`config.mk`:
```
export PLATFORM = sky130hd
export DESIGN_NAME = row_write_latch
export DESIGN_NICKNAME = d
export VERILOG_FILES = /design/src/rtl/rwl_pkg.sv /design/src/rtl/rwl_latch_array.sv /design/src/rtl/rwl_stream_ctrl.sv /design/src/rtl/row_write_latch.sv
export SDC_FILE = /design/constraint.sdc
export NUM_CORES = 1
export LEC_CHECK = 0
export ABC_AREA = 1
export CAP_MARGIN = 20
export CORE_AREA = 2 2 191 193
export DETAILED_ROUTE_END_ITERATION = 8
export DIE_AREA = 0 0 193 195
export HOLD_SLACK_MARGIN = 0.06
export MAX_ROUTING_LAYER = met4
export PLACE_DENSITY_LB_ADDON = 0.25
export SLEW_MARGIN = 20
export SYNTH_ARGS = -nofsm -noshare
export SYNTH_HDL_FRONTEND = slang
export SYNTH_SLANG_ARGS = --single-unit
```
`constraint.sdc`:
```
create_clock -name clk -period 2.64 [get_ports clk]
set_input_delay 0.396 -clock clk [delete_from_list [all_inputs] [get_ports clk]]
set_output_delay 0.396 -clock clk [all_outputs]
set_load 0.005 [all_outputs]
```
`src/rtl/rwl_pkg.sv`:
```
package rwl_pkg;
  typedef enum logic {
    ST_IDLE = 1'b0,
    ST_SEND = 1'b1
  } rwl_state_e;
endpackage

```
`src/rtl/rwl_latch_array.sv`:
```
module rwl_latch_array #(
  parameter int WORD_W = 14,
  parameter int IDX_W  = 5
) (
  input  logic              clk,
  input  logic              rst_n,
  input  logic              wr_en,
  input  logic [IDX_W-1:0]  wr_idx,
  input  logic [WORD_W-1:0] wr_word,
  input  logic              clr,
  input  logic [IDX_W-1:0]  rd_idx,
  output logic [WORD_W-1:0] rd_word,
  output logic              any_loaded
);
  localparam int DEPTH = 1 << IDX_W;
  localparam logic [WORD_W-1:0] ERASED = {WORD_W{1'b1}};

  logic [WORD_W-1:0] mem_q [DEPTH];
  logic [DEPTH-1:0]  filled_q, filled_d;

  // storage: no reset, a slot is only read out once its filled bit is set
  always_ff @(posedge clk) begin
    if (wr_en) mem_q[wr_idx] <= wr_word;
  end

  always_comb begin
    filled_d = filled_q;
    if (clr)   filled_d = '0;
    if (wr_en) filled_d[wr_idx] = 1'b1;
  end

  always_ff @(posedge clk or negedge rst_n) begin
    if (!rst_n) filled_q <= '0;
    else        filled_q <= filled_d;
  end

  assign rd_word    = filled_q[rd_idx] ? mem_q[rd_idx] : ERASED;
  assign any_loaded = |filled_q;

  // a load marks its slot as filled
  a_r1_load_marks: assert property (@(posedge clk) disable iff (!rst_n)
    wr_en |=> filled_q[$past(wr_idx)]);
  // completing a row leaves nothing loaded
  a_r9_clear_empties: assert property (@(posedge clk) disable iff (!rst_n)
    clr |=> !any_loaded);
endmodule

```
`src/rtl/rwl_stream_ctrl.sv`:
```
module rwl_stream_ctrl
  import rwl_pkg::*;
#(
  parameter int ROW_W = 9,
  parameter int IDX_W = 5
) (
  input  logic             clk,
  input  logic             rst_n,
  input  logic             commit,
  input  logic [ROW_W-1:0] commit_row,
  input  logic             any_loaded,
  input  logic             out_ready,
  output logic             busy,
  output logic [ROW_W-1:0] row,
  output logic [IDX_W-1:0] idx,
  output logic             clr,
  output logic             err
);
  localparam logic [IDX_W-1:0] LAST_IDX = {IDX_W{1'b1}};

  rwl_state_e       state_q, state_d;
  logic [ROW_W-1:0] row_q, row_d;
  logic [IDX_W-1:0] idx_q, idx_d;
  logic             err_q, err_d;

  always_comb begin
    state_d = state_q;
    row_d   = row_q;
    idx_d   = idx_q;
    err_d   = 1'b0;
    clr     = 1'b0;
    case (state_q)
      ST_IDLE: begin
        if (commit) begin
          if (any_loaded) begin
            state_d = ST_SEND;
            row_d   = commit_row;
            idx_d   = '0;
          end else begin
            err_d = 1'b1;
          end
        end
      end
      ST_SEND: begin
        if (out_ready) begin
          if (idx_q == LAST_IDX) begin
            state_d = ST_IDLE;
            clr     = 1'b1;
          end else begin
            idx_d = idx_q + 1'b1;
          end
        end
      end
      default: state_d = ST_IDLE;
    endcase
  end

  always_ff @(posedge clk or negedge rst_n) begin
    if (!rst_n) begin
      state_q <= ST_IDLE;
      row_q   <= '0;
      idx_q   <= '0;
      err_q   <= 1'b0;
    end else begin
      state_q <= state_d;
      row_q   <= row_d;
      idx_q   <= idx_d;
      err_q   <= err_d;
    end
  end

  assign busy = (state_q == ST_SEND);
  assign row  = row_q;
  assign idx  = idx_q;
  assign err  = err_q;

  // each accepted word other than the last advances the slot by one
  a_r2_ascending: assert property (@(posedge clk) disable iff (!rst_n)
    busy && out_ready && (idx_q != LAST_IDX) |=> busy && (idx_q == IDX_W'($past(idx_q) + 1'b1)));
  // a refused commit never coexists with streaming
  a_r6_err_idle: assert property (@(posedge clk) disable iff (!rst_n)
    err_q |-> !busy);
endmodule

```
`src/rtl/row_write_latch.sv`:
```
module row_write_latch #(
  parameter int ADDR_W = 14,
  parameter int WORD_W = 14,
  parameter int IDX_W  = 5
) (
  input  logic              clk,
  input  logic              rst_n,
  input  logic              ld_valid,
  input  logic [ADDR_W-1:0] ld_addr,
  input  logic [WORD_W-1:0] ld_data,
  input  logic              commit,
  input  logic [ADDR_W-1:0] commit_addr,
  output logic              wr_valid,
  input  logic              wr_ready,
  output logic [ADDR_W-1:0] wr_addr,
  output logic [WORD_W-1:0] wr_data,
  output logic              commit_err
);
  localparam int ROW_W = ADDR_W - IDX_W;

  logic             busy, clr, any_loaded, ld_en;
  logic [ROW_W-1:0] row;
  logic [IDX_W-1:0] idx;

  // loads only while idle and not colliding with a commit
  assign ld_en = ld_valid && !busy && !commit;

  logic unused_addr_bits;
  assign unused_addr_bits = ^{ld_addr[ADDR_W-1:IDX_W], commit_addr[IDX_W-1:0]};

  rwl_latch_array #(.WORD_W(WORD_W), .IDX_W(IDX_W)) u_array (
    .clk        (clk),
    .rst_n      (rst_n),
    .wr_en      (ld_en),
    .wr_idx     (ld_addr[IDX_W-1:0]),
    .wr_word    (ld_data),
    .clr        (clr),
    .rd_idx     (idx),
    .rd_word    (wr_data),
    .any_loaded (any_loaded)
  );

  rwl_stream_ctrl #(.ROW_W(ROW_W), .IDX_W(IDX_W)) u_ctrl (
    .clk        (clk),
    .rst_n      (rst_n),
    .commit     (commit),
    .commit_row (commit_addr[ADDR_W-1:IDX_W]),
    .any_loaded (any_loaded),
    .out_ready  (wr_ready),
    .busy       (busy),
    .row        (row),
    .idx        (idx),
    .clr        (clr),
    .err        (commit_err)
  );

  assign wr_valid = busy;
  assign wr_addr  = {row, idx};

  // a stalled word is held unchanged
  a_r7_hold: assert property (@(posedge clk) disable iff (!rst_n)
    wr_valid && !wr_ready |=> wr_valid && $stable(wr_addr) && $stable(wr_data));
  // the row stays fixed across consecutive stream cycles
  a_r3_row_fixed: assert property (@(posedge clk) disable iff (!rst_n)
    wr_valid && $past(wr_valid) |-> wr_addr[ADDR_W-1:IDX_W] == $past(wr_addr[ADDR_W-1:IDX_W]));
  // an error pulse is never accompanied by writes
  a_r6_err_quiet: assert property (@(posedge clk) disable iff (!rst_n)
    commit_err |-> !wr_valid);
  // the error flag lasts one cycle
  a_r6_err_pulse: assert property (@(posedge clk) disable iff (!rst_n)
    commit_err |=> !commit_err);
endmodule

```
==> results.ini <==
[outcome]
outcome=finished, violations left
violations=negative setup slack

[setup_path]
cp-start-kind=register
cp-end-kind=output pin
crit_type=reg2out
reg2reg_depth=10
rrSetupSlack_ns=0.30
worstReg2RegStart=u_ctrl.idx[0]$_DFFE_PN0P_
r2r_end=u_array.filled_q[13]$_DFF_PN0_
crit_arrival_ns=2.54
critPathLaunch=u_ctrl.idx[0]$_DFFE_PN0P_
cp.required_ns=2.24
crit_fanout=14

[layout]
n_antenna_cell=0
fin_nets=2272
multiInputGateArea_mm2=0.005702
regArea_mm2=0.01466
area_growth_pct=19.73
drive_gt1_frac=0.1360
fillers=2309
instances_no_fill=2725

[detailed_routing]
wire_per_inst_um=21.21
drt_wl_total_um=57810
ant_nets=0
drc=0
first_pass_iters=8
drt_iter0_drc=1837
drt-vias-per-instance=5.794
num_vias=15790

[pwr]
clkPwrFrac=0.276
p_sw_frac=0.3502
irDropWorstVdd_v=0.0006823
p_switching_mw=8.448
power_mw=24.12
powerDensity_mw_per_mm2=938.7
comb_power_share=0.360
leakagePower_nw=10.82
p_int_mw=15.67
pwr-share-seq=0.364

[yosys]
dominantRegCellSynth=edfxtp_1
synth-adder-area-share=0.001166
synth_cells=2097
ys_warn_count=0
netlist_area_mm2=0.02146
synth_compound_area_frac=0.02058
synth_area_per_cell_um2=10.24
synth_simple_gate_area_frac=0.2207
synth_seq_cells=496
synthXorXnorAreaFrac=0
synthMuxAreaShare=0
synth_edf_count=448
ys_seq_area_frac=0.6828
synthArstFlopShare=0.09677
synthDistinctLibCells=24
synth_top_family_by_area=simple AND/OR/NAND/NOR gates
syn-num-nets=2146

[global_route]
grt_max_degree=74
grt_pass1_vias=15370
grtUsageTotal=0.3220
grt.overflow.total=0
antenna_found_initial=0
grt_pass1_wl_um=86860

[timing]
max_slew.worst_pin.slew_ns=0.8729
hold_viol=0
finalCritPeriodShare=1.112
setup_viol=14
tns_ns=-3.335
max_slew_margin=0.4180
timing.fmax_mhz=340.7
slew_viol_final=0
fin_crit_ns=2.935
skew_ns=0.02118
rsz0062_at_grt=yes
final.setup.worst_slack_ns=-0.2948

[floorplan]
fp.dieH_um=195
io_pins=77
core_mm2=0.03540
fp.dieW_um=193
rows=69
dieArea_mm2=0.03764
initial_utilization=0.6064

[clock_network]
cts.reportedPaths.clkPinSlew_ns=0.06
numCtsBuffers=49
htree_levels=2
cts_root_buf=clkbuf_16
clkLatencyLatePin_ns=0.60
cts_sinks=496
clockBufferDepth=3
cts_tree=yes

[place]
dp_slack_ns=-0.03832
place.gp.congestion=0.9184
dp.cells=2604
numPortBuffers=62
hpwl_um=31580

[flow_run]
drv_cap=0

[hold_path]
hold_class=in2async

## registers in the layout, summed over array words and instances (netlist names)
name,count
u_ctrl.busy,1
u_array.mem_q,448
u_ctrl.row,9
u_ctrl.idx,5
u_ctrl.err,1
u_array.filled_q,32
## cell families (layout without fill, tap and decap cells)
group,after synthesis,count (layout)
buf+inv,376,543
compound gates,83,83
fa+ha+maj,2,2
simple gates,1140,1140
flops,496,496
## worst max path at each step
stage                                           endpoint  depth (start not counted)
after global routing                          wr_data[8]                         13
after floorplan           u_array.mem_q[30][0]$_DFFE_PP_                          7
after global placement                       wr_data[10]                         11
after CTS                                     wr_data[3]                         12
after detailed placement                     wr_data[10]                         11
final                                         wr_data[7]                         13
## Yosys cell counts, types with 3 or more instances
master,number,area share
nand4_1,4,0.0012
inv_2,3,0.00052
buf_1,7,0.0012
clkbuf_1,9,0.0016
o22ai_1,18,0.0052
dfrtp_1,48,0.056
inv_1,261,0.046
buf_6,6,0.0031
buf_4,13,0.0045
o21ai_0,57,0.013
nor2_1,80,0.014
nand3_1,344,0.080
edfxtp_1,448,0.63
nand2_1,706,0.12
a21oi_1,6,0.0014
buf_2,76,0.018
## layout by cell type (no fill, tap or decap), types with 46 or more instances in the layout
cell type,Yosys,layout
buf_4,13,73
clkbuf_16,0,53
clkdlybuf4s50_1,0,47
edfxtp_1,448,448
inv_1,261,261
nand2_1,706,685
nand3_1,344,276
nand3_2,0,57
nor2_1,80,78
o21ai_0,57,46
## routing by layer
| metal | vias up | track usage | share of wire |
|---|---|---|---|
| li1 | 7163 | - | - |
| met1 | 7495 | 0.4056 | 0.36 |
| met4 | 0 | 0.1714 | 0.058 |
| met2 | 936 | 0.5055 | 0.48 |
| met3 | 196 | 0.05086 | 0.099 |
| met5 | - | - | 0 |
## critical path: stages (launching register included)
cell,delay (ns)
dfrtp_4,0.53
buf_12,0.18
buf_12,0.13
buf_16,0.14
nand2_1,0.07
nand3_1,0.09
nand3_1,0.08
nand3_1,0.10
nand3_1,0.10
nand2_2,0.08
buf_12,0.15
buf_8,0.14
nand2_2,0.07
buf_6,0.09
## cell type report
type	count	share of cell area
sequential	496	0.5706
multi-input combinational	1225	0.2219
timing repair buffer	184	0.08404
clock buffer	66	0.05380
inverter	265	0.03993
tap	461	0.02245
clock inverter	26	0.005745
timing repair inverter	2	0.001558
## stage by stage
stage | cell area (µm²) | hold slack [ns] | util
2_1_floorplan | 21460 | 0.1004 | -
3_3_place_gp | 23070 | 0.3329 | 0.6519
3_5_place_dp | 23070 | 0.3369 | 0.6519
5_1_grt | 25700 | 0.3255 | 0.7260
6_report | 25700 | 0.2678 | 0.7260
4_1_cts | 25520 | 0.2586 | 0.7209
## power by group through the flow
stage          clock network [mW]  logic [mW]  registers, mW
2_1_floorplan                   0        3.92           8.90
3_3_place_gp                    0        6.89           8.93
3_5_place_dp                    0        7.04           8.94
4_1_cts                      6.67        8.09           8.78
5_1_grt                      6.97        9.18           8.79
6_report                     6.65        8.68           8.79
## timing repair
item                       CTS  global route
setup endpoints to repair   14            16
pin swaps                   30            17
hold buffers                 1             0
resized for setup          175            42
setup buffers               13             4
gates cloned                11             2
hold endpoints to repair    16             0
(Power assumes the default switching activity.)
